$ cat src/rtl/sched_pkg.sv
`timescale 1ns/1ps
package sched_pkg;
  typedef enum logic {
    PICK_ROUND_ROBIN = 1'b0,
    PICK_OLDEST      = 1'b1
  } pick_mode_e;
endpackage

$ cat src/rtl/opnd_scoreboard.sv
`timescale 1ns/1ps
// Pending-result bits, one per register per warp; set on issue, cleared on writeback.
module opnd_scoreboard #(
  parameter int NUM_WARPS = 8,
  parameter int NUM_REGS  = 16,
  parameter int NUM_WB    = 2,
  localparam int WID_W = $clog2(NUM_WARPS),
  localparam int REG_W = $clog2(NUM_REGS)
) (
  input  logic                                 clk,
  input  logic                                 rst_n,
  input  logic                                 set_en,
  input  logic [WID_W-1:0]                     set_warp,
  input  logic [REG_W-1:0]                     set_reg,
  input  logic [NUM_WB-1:0]                    wb_valid,
  input  logic [NUM_WB*WID_W-1:0]              wb_warp,
  input  logic [NUM_WB*REG_W-1:0]              wb_reg,
  output logic [NUM_WARPS-1:0][NUM_REGS-1:0]   pending
);
  logic [NUM_WARPS-1:0][NUM_REGS-1:0] clr_mask, set_mask, pend_nxt;
  logic upd_en;

  always_comb begin
    clr_mask = '0;
    set_mask = '0;
    for (int p = 0; p < NUM_WB; p++) begin
      if (wb_valid[p]) clr_mask[wb_warp[p*WID_W +: WID_W]][wb_reg[p*REG_W +: REG_W]] = 1'b1;
    end
    if (set_en) set_mask[set_warp][set_reg] = 1'b1;
    // a set in the same cycle as a clear of the same bit leaves it pending
    pend_nxt = (pending & ~clr_mask) | set_mask;
    upd_en   = set_en | (|wb_valid);
  end

  always_ff @(posedge clk or negedge rst_n) begin
    if (!rst_n)      pending <= '0;
    else if (upd_en) pending <= pend_nxt;
  end
endmodule

$ cat src/rtl/issue_picker.sv
`timescale 1ns/1ps
// Chooses one requesting warp: rotating priority or oldest-fetch-first.
module issue_picker import sched_pkg::*; #(
  parameter int         NUM_WARPS = 8,
  parameter pick_mode_e MODE      = PICK_ROUND_ROBIN,
  localparam int WID_W = $clog2(NUM_WARPS)
) (
  input  logic                 clk,
  input  logic                 rst_n,
  input  logic [NUM_WARPS-1:0] req,
  input  logic                 note_en,
  input  logic [WID_W-1:0]     note_warp,
  input  logic                 adv_en,
  output logic                 grant_vld,
  output logic [WID_W-1:0]     grant_idx
);
  if (MODE == PICK_ROUND_ROBIN) begin : g_rr
    logic [WID_W-1:0] rr_ptr, rr_ptr_nxt;
    logic unused_note;
    assign unused_note = ^{note_en, note_warp};

    always_comb begin
      grant_vld = 1'b0;
      grant_idx = '0;
      for (int off = NUM_WARPS - 1; off >= 0; off--) begin
        int cand;
        cand = int'(rr_ptr) + off;
        if (cand >= NUM_WARPS) cand = cand - NUM_WARPS;
        if (req[cand]) begin
          grant_vld = 1'b1;
          grant_idx = WID_W'(cand);
        end
      end
      rr_ptr_nxt = (int'(grant_idx) == NUM_WARPS - 1) ? '0 : grant_idx + 1'b1;
    end

    always_ff @(posedge clk or negedge rst_n) begin
      if (!rst_n)      rr_ptr <= '0;
      else if (adv_en) rr_ptr <= rr_ptr_nxt;
    end
  end else begin : g_age
    // older[i][j] = 1: warp i was fetched before warp j
    logic [NUM_WARPS-1:0][NUM_WARPS-1:0] older, older_nxt;
    logic unused_adv;
    assign unused_adv = adv_en;

    always_comb begin
      grant_vld = 1'b0;
      grant_idx = '0;
      for (int i = 0; i < NUM_WARPS; i++) begin
        logic beaten;
        beaten = 1'b0;
        for (int j = 0; j < NUM_WARPS; j++) begin
          if (j != i && req[j] && older[j][i]) beaten = 1'b1;
        end
        if (req[i] && !beaten) begin
          grant_vld = 1'b1;
          grant_idx = WID_W'(i);
        end
      end
      older_nxt = older;
      for (int j = 0; j < NUM_WARPS; j++) begin
        older_nxt[note_warp][j] = 1'b0;
        older_nxt[j][note_warp] = (j != int'(note_warp));
      end
    end

    always_ff @(posedge clk or negedge rst_n) begin
      if (!rst_n) begin
        for (int i = 0; i < NUM_WARPS; i++)
          for (int j = 0; j < NUM_WARPS; j++)
            older[i][j] <= (i < j);
      end else if (note_en) begin
        older <= older_nxt;
      end
    end
  end
endmodule

$ cat src/rtl/issue_pacer.sv
`timescale 1ns/1ps
// Holds off the next issue until the pipe has finished broadcasting the last one.
module issue_pacer #(
  parameter int GAP = 4,
  localparam int CNT_W = (GAP > 1) ? $clog2(GAP) : 1
) (
  input  logic clk,
  input  logic rst_n,
  input  logic fire,
  output logic ok
);
  if (GAP > 1) begin : g_count
    logic [CNT_W-1:0] cnt, cnt_nxt;
    logic cnt_en;
    always_comb begin
      cnt_en  = fire | (cnt != '0);
      cnt_nxt = fire ? CNT_W'(GAP - 1) : cnt - 1'b1;
    end
    always_ff @(posedge clk or negedge rst_n) begin
      if (!rst_n)      cnt <= '0;
      else if (cnt_en) cnt <= cnt_nxt;
    end
    assign ok = (cnt == '0);
  end else begin : g_free
    logic unused_pace;
    assign unused_pace = ^{clk, rst_n, fire};
    assign ok = 1'b1;
  end
endmodule

$ cat src/rtl/warp_issue_sched.sv
`timescale 1ns/1ps
module warp_issue_sched import sched_pkg::*; #(
  parameter int         NUM_WARPS = 8,
  parameter int         NUM_REGS  = 16,
  parameter int         OP_W      = 16,
  parameter int         NUM_WB    = 2,
  parameter int         ISSUE_GAP = 4,
  parameter pick_mode_e PICK_MODE = PICK_ROUND_ROBIN,
  localparam int WID_W = $clog2(NUM_WARPS),
  localparam int REG_W = $clog2(NUM_REGS)
) (
  input  logic                    clk,
  input  logic                    rst_n,
  input  logic                    fetch_valid,
  input  logic [WID_W-1:0]        fetch_warp,
  input  logic [OP_W-1:0]         fetch_op,
  input  logic [REG_W-1:0]        fetch_dst,
  input  logic [REG_W-1:0]        fetch_src_a,
  input  logic [REG_W-1:0]        fetch_src_b,
  input  logic                    fetch_wr,
  input  logic [NUM_WB-1:0]       wb_valid,
  input  logic [NUM_WB*WID_W-1:0] wb_warp,
  input  logic [NUM_WB*REG_W-1:0] wb_reg,
  output logic                    issue_valid,
  output logic [WID_W-1:0]        issue_warp,
  output logic [OP_W-1:0]         issue_op,
  output logic [REG_W-1:0]        issue_dst,
  output logic                    issue_wr,
  output logic [NUM_WARPS-1:0]    warp_busy
);
  // reset: asserted asynchronously, released after two clocks
  logic [1:0] rst_pipe;
  logic       rst_core_n;
  always_ff @(posedge clk or negedge rst_n) begin
    if (!rst_n) rst_pipe <= '0;
    else        rst_pipe <= {rst_pipe[0], 1'b1};
  end
  assign rst_core_n = rst_pipe[1];

  // instruction buffer: one slot per warp
  logic [NUM_WARPS-1:0] slot_vld, slot_vld_nxt, load_en, warp_rdy;
  logic [OP_W-1:0]      slot_op  [NUM_WARPS];
  logic [REG_W-1:0]     slot_dst [NUM_WARPS];
  logic [REG_W-1:0]     slot_sa  [NUM_WARPS];
  logic [REG_W-1:0]     slot_sb  [NUM_WARPS];
  logic                 slot_wr  [NUM_WARPS];

  logic [NUM_WARPS-1:0][NUM_REGS-1:0] pend;
  logic             accept, grant_vld, pace_ok, issue_fire, vld_en;
  logic [WID_W-1:0] grant_idx;

  assign accept     = fetch_valid & ~slot_vld[fetch_warp];
  assign issue_fire = grant_vld & pace_ok;

  always_comb begin
    for (int w = 0; w < NUM_WARPS; w++) begin
      load_en[w]      = accept && (fetch_warp == WID_W'(w));
      slot_vld_nxt[w] = slot_vld[w];
      if (issue_fire && grant_idx == WID_W'(w)) slot_vld_nxt[w] = 1'b0;
      if (load_en[w])                           slot_vld_nxt[w] = 1'b1;
    end
    vld_en = accept | issue_fire;
  end

  always_ff @(posedge clk or negedge rst_core_n) begin
    if (!rst_core_n)  slot_vld <= '0;
    else if (vld_en)  slot_vld <= slot_vld_nxt;
  end

  for (genvar w = 0; w < NUM_WARPS; w++) begin : g_slot
    always_ff @(posedge clk) begin
      if (load_en[w]) begin
        slot_op[w]  <= fetch_op;
        slot_dst[w] <= fetch_dst;
        slot_sa[w]  <= fetch_src_a;
        slot_sb[w]  <= fetch_src_b;
        slot_wr[w]  <= fetch_wr;
      end
    end
    assign warp_rdy[w] = slot_vld[w]
                       & ~pend[w][slot_sa[w]]
                       & ~pend[w][slot_sb[w]]
                       & ~(slot_wr[w] & pend[w][slot_dst[w]]);
  end

  opnd_scoreboard #(.NUM_WARPS(NUM_WARPS), .NUM_REGS(NUM_REGS), .NUM_WB(NUM_WB)) u_scoreboard (
    .clk(clk), .rst_n(rst_core_n),
    .set_en(issue_fire & slot_wr[grant_idx]), .set_warp(grant_idx), .set_reg(slot_dst[grant_idx]),
    .wb_valid(wb_valid), .wb_warp(wb_warp), .wb_reg(wb_reg),
    .pending(pend)
  );

  issue_picker #(.NUM_WARPS(NUM_WARPS), .MODE(PICK_MODE)) u_picker (
    .clk(clk), .rst_n(rst_core_n), .req(warp_rdy),
    .note_en(accept), .note_warp(fetch_warp), .adv_en(issue_fire),
    .grant_vld(grant_vld), .grant_idx(grant_idx)
  );

  issue_pacer #(.GAP(ISSUE_GAP)) u_pacer (
    .clk(clk), .rst_n(rst_core_n), .fire(issue_fire), .ok(pace_ok)
  );

  assign issue_valid = issue_fire;
  assign issue_warp  = grant_idx;
  assign issue_op    = slot_op[grant_idx];
  assign issue_dst   = slot_dst[grant_idx];
  assign issue_wr    = slot_wr[grant_idx];
  assign warp_busy   = slot_vld;
endmodule

$ cat config.mk
export PLATFORM = sky130hd
export DESIGN_NAME = warp_issue_sched
export DESIGN_NICKNAME = d
export VERILOG_FILES = /design/src/rtl/sched_pkg.sv /design/src/rtl/opnd_scoreboard.sv /design/src/rtl/issue_picker.sv /design/src/rtl/issue_pacer.sv /design/src/rtl/warp_issue_sched.sv
export SDC_FILE = /design/constraint.sdc
export NUM_CORES = 1
export LEC_CHECK = 0
export ABC_AREA = 1
export BUFFER_PORTS_ARGS = -buffer_cell sky130_fd_sc_hd__buf_2
export CAP_MARGIN = 20
export CORE_ASPECT_RATIO = 1.2
export CORE_MARGIN = 10
export CORE_UTILIZATION = 55
export CTS_CLUSTER_SIZE = 14
export DETAILED_ROUTE_END_ITERATION = 12
export PLACE_DENSITY_LB_ADDON = 0.3
export SLEW_MARGIN = 20
export SYNTH_ARGS = -nofsm -noshare
export SYNTH_HDL_FRONTEND = slang
export SYNTH_SLANG_ARGS = --single-unit
$ cat constraint.sdc
create_clock -name clk -period 5.4 [get_ports clk]
set_input_delay 0.54 -clock clk [delete_from_list [all_inputs] [get_ports clk]]
set_output_delay 0.54 -clock clk [all_outputs]
set_load 0.05 [all_outputs]
; After elaboration in Yosys (flattened, before gate mapping)
; Memory sizes are Yosys's and may differ from the RTL's.
; Index checks and enable logic that the tools add are counted.
[word_totals]
register_bits = 143
mem_bits_rw = 232
in_bits = 51
out_inout_bits = 33
word_cells = 506
memories = 5
[classes]
addsub = 17
order_cmp = 53
n_eq_ne = 15
muxes = 252
bitwise_logic = 67
n_reduce_logical = 78
[mem_list]
columns = memory, depth, width, read_ports, rd_clocked_by_memory_dff, write_ports, line
row1 = slot_op, 8, 16, 1, 0, 1, warp_issue_sched.sv:42  ; logic [OP_W-1:0] slot_op [NUM_WARPS];
row2 = slot_dst, 8, 4, 9, 0, 1, warp_issue_sched.sv:43  ; logic [REG_W-1:0] slot_dst [NUM_WARPS];
row3 = slot_sa, 8, 4, 8, 0, 1, warp_issue_sched.sv:44  ; logic [REG_W-1:0] slot_sa [NUM_WARPS];
row4 = slot_sb, 8, 4, 8, 0, 1, warp_issue_sched.sv:45  ; logic [REG_W-1:0] slot_sb [NUM_WARPS];
row5 = slot_wr, 8, 1, 9, 0, 1, warp_issue_sched.sv:46  ; logic slot_wr [NUM_WARPS];
[ops]
columns = cell, count
row1 = 2-to-1 mux 128 bit, 3
row2 = "< comparator 32 x 5 -> 1 bit, second input constant", 8
row3 = 2-to-1 mux 32 bit, 8
row4 = OR 128 bit, 2
row5 = "greater-or-equal comparator 32 x 5 -> 1 bit, second input constant", 7
row6 = "subtractor 32 x 5 -> 32 bit, second input constant", 7
row7 = 2-to-1 mux 16 bit, 10
row8 = demux 16 bit (select 3 bit), 3
row9 = "< comparator 4 x 5 -> 1 bit, second input constant", 27
row10 = 2-to-1 mux 3 bit, 44
row11 = bitwise AND 128 bit, 1
row12 = inverter 128 bit, 1
row13 = 2-to-1 mux 1 bit, 126
row14 = OR reduction 16 bit, 7
row15 = binary-select mux 1 bit (select 4 bit), 24
row16 = 2-to-1 mux 4 bit, 21
row17 = OR reduction 4 bit, 21
row18 = bitwise AND 1 bit, 35
row19 = binary-select mux 1 bit (select 3 bit), 9
row20 = inverter 1 bit, 25
row21 = "== test 3 bit, second input constant", 8
row22 = logical AND 1 bit, 22
row23 = nonzero test 2 bit, 9
row24 = "adder 3 x 3 -> 4 bit, second input constant", 4
row25 = other kinds (19), 50

; Longest topological paths before layout
; Gate-level depths: netlist (run 1).
; An unclocked memory read counts as a cell.
[logic_depth]
word_depth = 27
ltp_mapped = 32
mapped_depth_nobuf = 29

; Hierarchy
; From an unflattened synthesis (run 1), not the netlist that was laid out.
[unflattened]
cells_unflattened = 2612
area_unflattened_um2 = 20463.4
[by_module_without_submodules]
columns = module, instances, cells_each, area_each_um2
row1 = warp_issue_sched, 1, 1473, 12821.0
row2 = opnd_scoreboard, 1, 981, 6744.0
row3 = issue_picker, 1, 144, 787.0
row4 = issue_pacer, 1, 14, 111.4

; Worst setup path after synthesis (run 1)
; Ideal clock, no wire load.
[synth_timing]
kind = register to output
from = reg u_picker.g_rr.rr_ptr[1]
to = out issue_op[11]
arrival_time_ns = 3.900
t_required_ns = 4.860
setup_slack_ns = 0.960
stages_incl_launch_ff = 23
path_cell_list = dfrtp_1 > clkbuf_1 > clkinv_1 > ha_1 > buf_4 > inv_1 > nand3_1 > nand3_1 > nand2_2 > nor2_1 > nand2_1 > nand3_1 > nand2_1 > nand2_1 > nand2_1 > nand2_1 > nand2_4 > inv_4 > buf_2 > buf_1 > a21oi_1 > o21ai_0 > nand4_1
[synth_between]
elab_chain_cells = 15
[synth_rtl]
columns = element, line
row1 = from (decl), issue_picker.sv:18  ; logic [WID_W-1:0] rr_ptr, rr_ptr_nxt;
row2 = from (signal assigned), issue_picker.sv:39  ; else if (adv_en) rr_ptr <= rr_ptr_nxt;
row3 = adder 3 x 3 -> 4 bit, issue_picker.sv:27  ; cand = int'(rr_ptr) + off;
row4 = subtractor 32 x 5 -> 32 bit or greater-or-equal comparator 32 x 5 -> 1 bit (tied branches), issue_picker.sv:28  ; if (cand >= NUM_WARPS) cand = cand - NUM_WARPS;
row5 = 2-to-1 mux 32 bit, issue_picker.sv:28
row6 = binary-select mux 1 bit (select 3 bit), issue_picker.sv:29  ; if (req[cand]) begin
row7 = 2-to-1 mux 1 bit (implied by the code) (2 in series), issue_picker.sv:29
row8 = 2-to-1 mux 3 bit (7 in series), issue_picker.sv:29
row9 = 2-to-1 mux 3 bit (*), issue_picker.sv:29
row10 = via issue_warp[1], warp_issue_sched.sv:25  ; output logic [WID_W-1:0] issue_warp,
row11 = memory read (8 x 16 bit) (*), --
row12 = to (decl), warp_issue_sched.sv:26  ; output logic [OP_W-1:0] issue_op,
; Mark *: on every way through the listed nets, which the timed path passes. The rest lies on a longest branch. The select of a mux whose other input is x is not followed.

==> results of run 1 <==
==> cell usage after synthesis (all sizes together), types with 8 or more instances <==
master | instances | area share
nand4 | 12 | 0.0036
buf | 74 | 0.024
clkbuf | 28 | 0.0052
o211ai | 97 | 0.035
a21oi | 114 | 0.028
nand3b | 17 | 0.0062
nor2 | 153 | 0.035
o21ai | 95 | 0.023
o221ai | 106 | 0.045
a22oi | 9 | 0.0033
nand3 | 306 | 0.075
dfrtp | 143 | 0.17
or2 | 10 | 0.0030
nor3 | 19 | 0.0065
nand2 | 680 | 0.13
inv | 285 | 0.052
clkinv | 8 | 0.0015
ha | 9 | 0.0055
edfxtp | 232 | 0.34
==> timing repair <==
item,in CTS,in global routing
gates resized for setup,2,9
setup endpoints to repair,2,21
hold buffers,1,0
buffers inserted,0,27
cloned,0,1
pin swaps,0,2
hold endpoints to repair,2,0
==> state kept, by name, summed over array words and instances (netlist names) <==
register,count
slot_wr,8
u_picker.g_rr.rr_ptr,3
slot_sb,32
rst_pipe,2
u_scoreboard.pending,128
slot_sa,32
slot_dst,32
slot_op,128
u_pacer.g_count.cnt,2
warp_busy,8
==> kinds of logic (layout without fill, tap and decap cells) <==
kind of cell | after synthesis | after routing | share of synthesized area
and+or+nand+nor | 1198 | 1198 | 0.2590
AOI/OAI and AO/OA | 433 | 433 | 0.1388
buffers and inverters | 395 | 519 | 0.08261
DFF | 375 | 375 | 0.5127
adders and majority gates | 9 | 9 | 0.005475
xor gates and xnor gates | 3 | 3 | 0.001278
other | 1 | 1 | 0.0001823
==> per-stage QoR <==
stage	hold WS, ns	cell area [um2]	cells
floorplan	0.2444	20570	2414
global placement	0.3256	21330	2907
detailed placement	0.3281	21330	2907
CTS	0.2452	22740	2982
global route	0.2667	23060	3012
finish	0.2565	23060	3012
==> metal layers <==
metal	vias up	wire, um
li1	8494	-
met1	8874	26950
met2	1207	32680
met3	275	8484
met4	4	5757
met5	-	19
==> cell usage in the layout, fill, tap and decap left out, types with 3 or more instances in the layout <==
cell        instances
a21o_1              3
a21oi_1           114
a22oi_1             9
a31oi_1             3
buf_12              3
buf_2              83
buf_4              60
bufinv_16           5
clkbuf_1            6
clkbuf_16          43
clkbuf_8            4
clkinv_1           11
clkinv_2            5
clkinvlp_4          3
dfrtp_1           142
edfxtp_1          232
ha_1                9
inv_1             274
inv_2              10
inv_6               4
nand2_1           655
nand2_2            17
nand2_4             6
nand3_1           302
nand3_2             3
nand3b_1           17
nand4_1            12
nor2_1            123
nor2_2             10
nor2_4             20
nor3_1             11
nor3_2              5
nor3_4              3
o211ai_1           97
o21ai_0            90
o21ai_1             5
o221ai_1          106
o22ai_1             3
or2_2               8
==> worst max-delay path: cells and delay by family, from the launching register on <==
family                 cells  cell delay, ns
DFF                        1            0.61
buffers and inverters      5            0.94
and+or+nand+nor           18            2.02
AOI/OAI and AO/OA          3            0.43
==> final timing paths <==
path	cells past startpoint	endpoint	slack, ns	from
max	26	issue_op[0]	0.28	slot_dst[4][1]
min	1	slot_op[0][5]	0.26	fetch_op[5]
max reg2reg	26	u_scoreboard.pending[66]	0.88	slot_dst[4][1]
min reg2reg	0	rst_pipe[1]	0.35	rst_pipe[0]
max in group asynchronous	1	u_picker.g_rr.rr_ptr[0]	3.58	rst_pipe[1]
min in group asynchronous	2	rst_pipe[0]	0.32	rst_n
==> final cells by class <==
cell class	instances	area, um2
Clock inverter	21	240.2
Inverter	293	1112
Clock buffer	53	1154
Timing Repair inverter	1	5.005
Fill cell	3121	13830
Timing Repair Buffer	151	1007
Sequential cell	375	10550
Multi-Input combinational cell	1644	8404
Tap cell	474	593.1
==> impl_metrics.json, run 1 <==
{
  "status": "completed",
  "clock.fmax_mhz": 195.2,
  "synth.yosys.warnings": 0,
  "crit_path_top_delay_cell": "edfxtp_1",
  "fp.dieArea_um2": 45560,
  "synth.distinct_cells": 45,
  "cts_tree": "done",
  "finalClockSkew_ns": 0.02412,
  "cp_common_cell": "nand2_1",
  "place_ws_ns": 0.5679,
  "synth_flop_cell": "edfxtp_1",
  "cp-end-kind": "output pin",
  "syn_to_final_growth_pct": 12.14,
  "gp_congestion": 1.033,
  "grt_first_pass_wirelength_um": 108800,
  "drv_slew": 0,
  "synth_cells": 2414,
  "wl_per_cell_um": 24.53,
  "max_stage_delay_ns": 0.61,
  "ios": 84,
  "cp.arrival_ns": 4.58,
  "grt_overflow_total": 0,
  "grt_pass1_vias": 17880,
  "fin_crit_ns": 5.124,
  "met2_usage": 0.4747,
  "async_reset_ff_frac": 0.3813,
  "die_w_um": 196.5,
  "antenna_left": 0,
  "slew_headroom": 0.3128,
  "cp_max_fo": 26,
  "drt_iter0_drc": 2344,
  "worstHoldPathType": "input pin to flip-flop",
  "drive_gt1_frac": 0.1194,
  "start_util": 0.5574,
  "drv_cap": 0,
  "drtPass1Iterations": 6,
  "final_nets": 2566,
  "synth-seq-cells": 375,
  "syn-num-nets": 2474,
  "drc": 0,
  "diodes": 0,
  "final_core_util": 0.6251,
  "netlist_area_um2": 20570,
  "fin_ws_ns": 0.2758,
  "antenna_found_initial": 4,
  "grt_max_degree": 69,
  "rows": 77,
  "dp_hpwl_um": 52120,
  "busiest_layer": "met2",
  "clock_tree.root_cell": "clkbuf_16",
  "startpoint_type": "flip-flop",
  "yosysSeqAreaShare": 0.5127,
  "via_per_inst": 6.260,
  "fin_setup_tns_ns": 0,
  "track_usage": 0.3139,
  "gr-usage-met1": 0.3908,
  "synth.avg_cell_area_um2": 8.520,
  "cts_buffer_depth": 3,
  "finalHoldViolCount": 0,
  "report.final.setup_viol": 0,
  "portBuffers": 83,
  "finalWirelength_um": 73890,
  "core_area_um2": 36900,
  "met3_usage": 0.07337,
  "required_ns": 4.86,
  "synth_edf_count": 232,
  "clk_latency_ns": 0.56,
  "clk_pin_slew_ns": 0.06,
  "rsz0062_at_grt": "false",
  "fin_crit_sh": 0.9489,
  "tightest_slew_ns": 1.028,
  "die_h_um": 231.8,
  "cts_buffers": 40,
  "clkSinkCount": 375,
  "routed-via-count": 18850,
  "cts_max_level": 2,
  "setup.worst_path.class": "flip-flop to output pin"
}
Power of run 1 is left out: the tool's default activity adds up to more than one toggle a clock period on the data nets, which glitch-free logic cannot reach.
==> run 2, diff against run 1 <==
Settings changed: CORE_UTILIZATION 55 to 43, RECOVER_POWER set to 25.
==> impl_metrics.json, run 2 (synthesized netlist as in run 1, its figures left out) <==
{
  "final_nets": 2570,
  "worstHoldPathType": "input pin to async pin",
  "drive_gt1_frac": 0.1129,
  "die_w_um": 219.7,
  "wl_per_cell_um": 24.51,
  "finalWirelength_um": 77610,
  "grt_pass1_vias": 17790,
  "ios": 84,
  "clkSinkCount": 375,
  "clock_tree.root_cell": "clkbuf_16",
  "drv_cap": 0,
  "syn_to_final_growth_pct": 13.29,
  "start_util": 0.4364,
  "final_area_um2": 23300,
  "grt_first_pass_wirelength_um": 113000,
  "dp_hpwl_um": 55140,
  "antenna_found_initial": 2,
  "status": "completed",
  "report.final.setup_viol": 0,
  "cp.arrival_ns": 4.54,
  "met2_usage": 0.4240,
  "gr-usage-met1": 0.3270,
  "busiest_layer": "met2",
  "fin_crit_sh": 0.9402,
  "core_area_um2": 47130,
  "cts_tree": "done",
  "clock.fmax_mhz": 197.0,
  "fp.dieArea_um2": 57020,
  "multi_input_area_um2": 8443,
  "slew_headroom": 0.2636,
  "fin_ws_ns": 0.3230,
  "finalClockSkew_ns": 0.02570,
  "drt_iter0_drc": 2362,
  "die_h_um": 259.6,
  "reg_top3": "slot_op: 128 flops, u_scoreboard.pending: 128 flops",
  "drtPass1Iterations": 8,
  "whs_ns": 0.3148,
  "portBuffers": 83,
  "cts_buffers": 41,
  "seqCellArea_um2": 10550,
  "via_per_inst": 5.941,
  "ff2ff_path_depth": 28,
  "required_ns": 4.86,
  "track_usage": 0.2647,
  "cts_buffer_depth": 3,
  "finalHoldViolCount": 0,
  "cp_common_cell": "nand3_1",
  "clk_pin_slew_ns": 0.06,
  "grt_overflow_total": 0,
  "antenna_left": 0,
  "fillers": 4439,
  "layout_commonest_cell": "nand2_1",
  "place_ws_ns": 0.3493,
  "reg2reg_setup_slack_ns": 0.82,
  "drc": 0,
  "cp-end-kind": "output pin",
  "gp_congestion": 0.9909,
  "layout_common_cells": "nand2_1, nand3_1, inv_1",
  "crit_path_top_delay_cell": "edfxtp_1",
  "rows": 87,
  "tightest_slew_ns": 1.105,
  "critical_path.cell_chain": "or2_2 > nand3_1 > nand3_1 > nand3_1 > nand3_1 > nor2_2 > nand3_1 > nand3_1 > nand3_1 > nand2_1 > inv_2 > nand2_1 > nand2_1 > nand2_1 > nand2_2 > nand2_4 > nand2_8 > inv_2 > buf_6 > nand2_1 > a21oi_1 > o21ai_0 > nand4_1 > buf_2",
  "cp_max_fo": 26,
  "startpoint_type": "flip-flop",
  "dpl_cell_area_um2": 21440,
  "fin_setup_tns_ns": 0,
  "cts_max_level": 2,
  "setup.worst_path.class": "flip-flop to output pin",
  "grt_max_degree": 64,
  "clk_latency_ns": 0.56,
  "routed-via-count": 18810,
  "met3_usage": 0.05528,
  "drv_slew": 0,
  "fin_crit_ns": 5.077,
  "max_stage_delay_ns": 0.55
}
-- run 2: critical path: cells and delay by family, from the launching register on --
family | cells | cell delay (ns)
simple gates | 18 | 2.36
flops | 1 | 0.55
compound gates | 2 | 0.29
buf+inv | 4 | 0.75
-- run 2: through the flow --
| stage | cells | utilization |
|---|---|---|
| 2_1_floorplan | 2414 | - |
| 3_3_place_gp | 3047 | 0.4548 |
| 3_5_place_dp | 3047 | 0.4548 |
| 4_1_cts | 3125 | 0.4858 |
| 5_1_grt | 3165 | 0.4943 |
| 6_report | 3166 | 0.4944 |
-- run 2: layout make-up --
class / count / area share
Clock buffer: 55 / 0.05123
Timing Repair inverter: 2 / 0.0006444
Antenna cell: 1 / 0.0001074
Timing Repair Buffer: 153 / 0.04221
Tap cell: 623 / 0.03345
Sequential cell: 375 / 0.4527
Multi-Input combinational cell: 1644 / 0.3623
Clock inverter: 20 / 0.009397
Inverter: 293 / 0.04790
-- run 2: metal layers --
layer,part of all wire,wire length [um],up-vias
met3,0.093,7182,235
li1,-,-,8513
met2,0.46,35560,1020
met5,0.00015,12,-
met4,0.064,5002,2
met1,0.38,29860,9038
-- run 2: worst paths after layout --
kind                                        endpoint            from
max                                      issue_op[0]   slot_sa[0][8]
min in group clk                      slot_op[4][11]    fetch_op[11]
min                                      rst_pipe[1]           rst_n
min reg2reg                              rst_pipe[1]     rst_pipe[0]
max reg2reg                u_scoreboard.pending[120]  slot_dst[7][1]
max in group asynchronous  u_scoreboard.pending[118]     rst_pipe[1]
-- run 2: repair_timing --
item | CTS | global route
endpoints found under the setup margin | 9 | 21
hold endpoints to repair | 2 | 0
cloned | 0 | 2
buffers inserted | 2 | 36
hold buffers | 1 | 0
gates resized for setup | 7 | 18
pin swaps | 0 | 2
Power of run 2 is left out for the same reason.
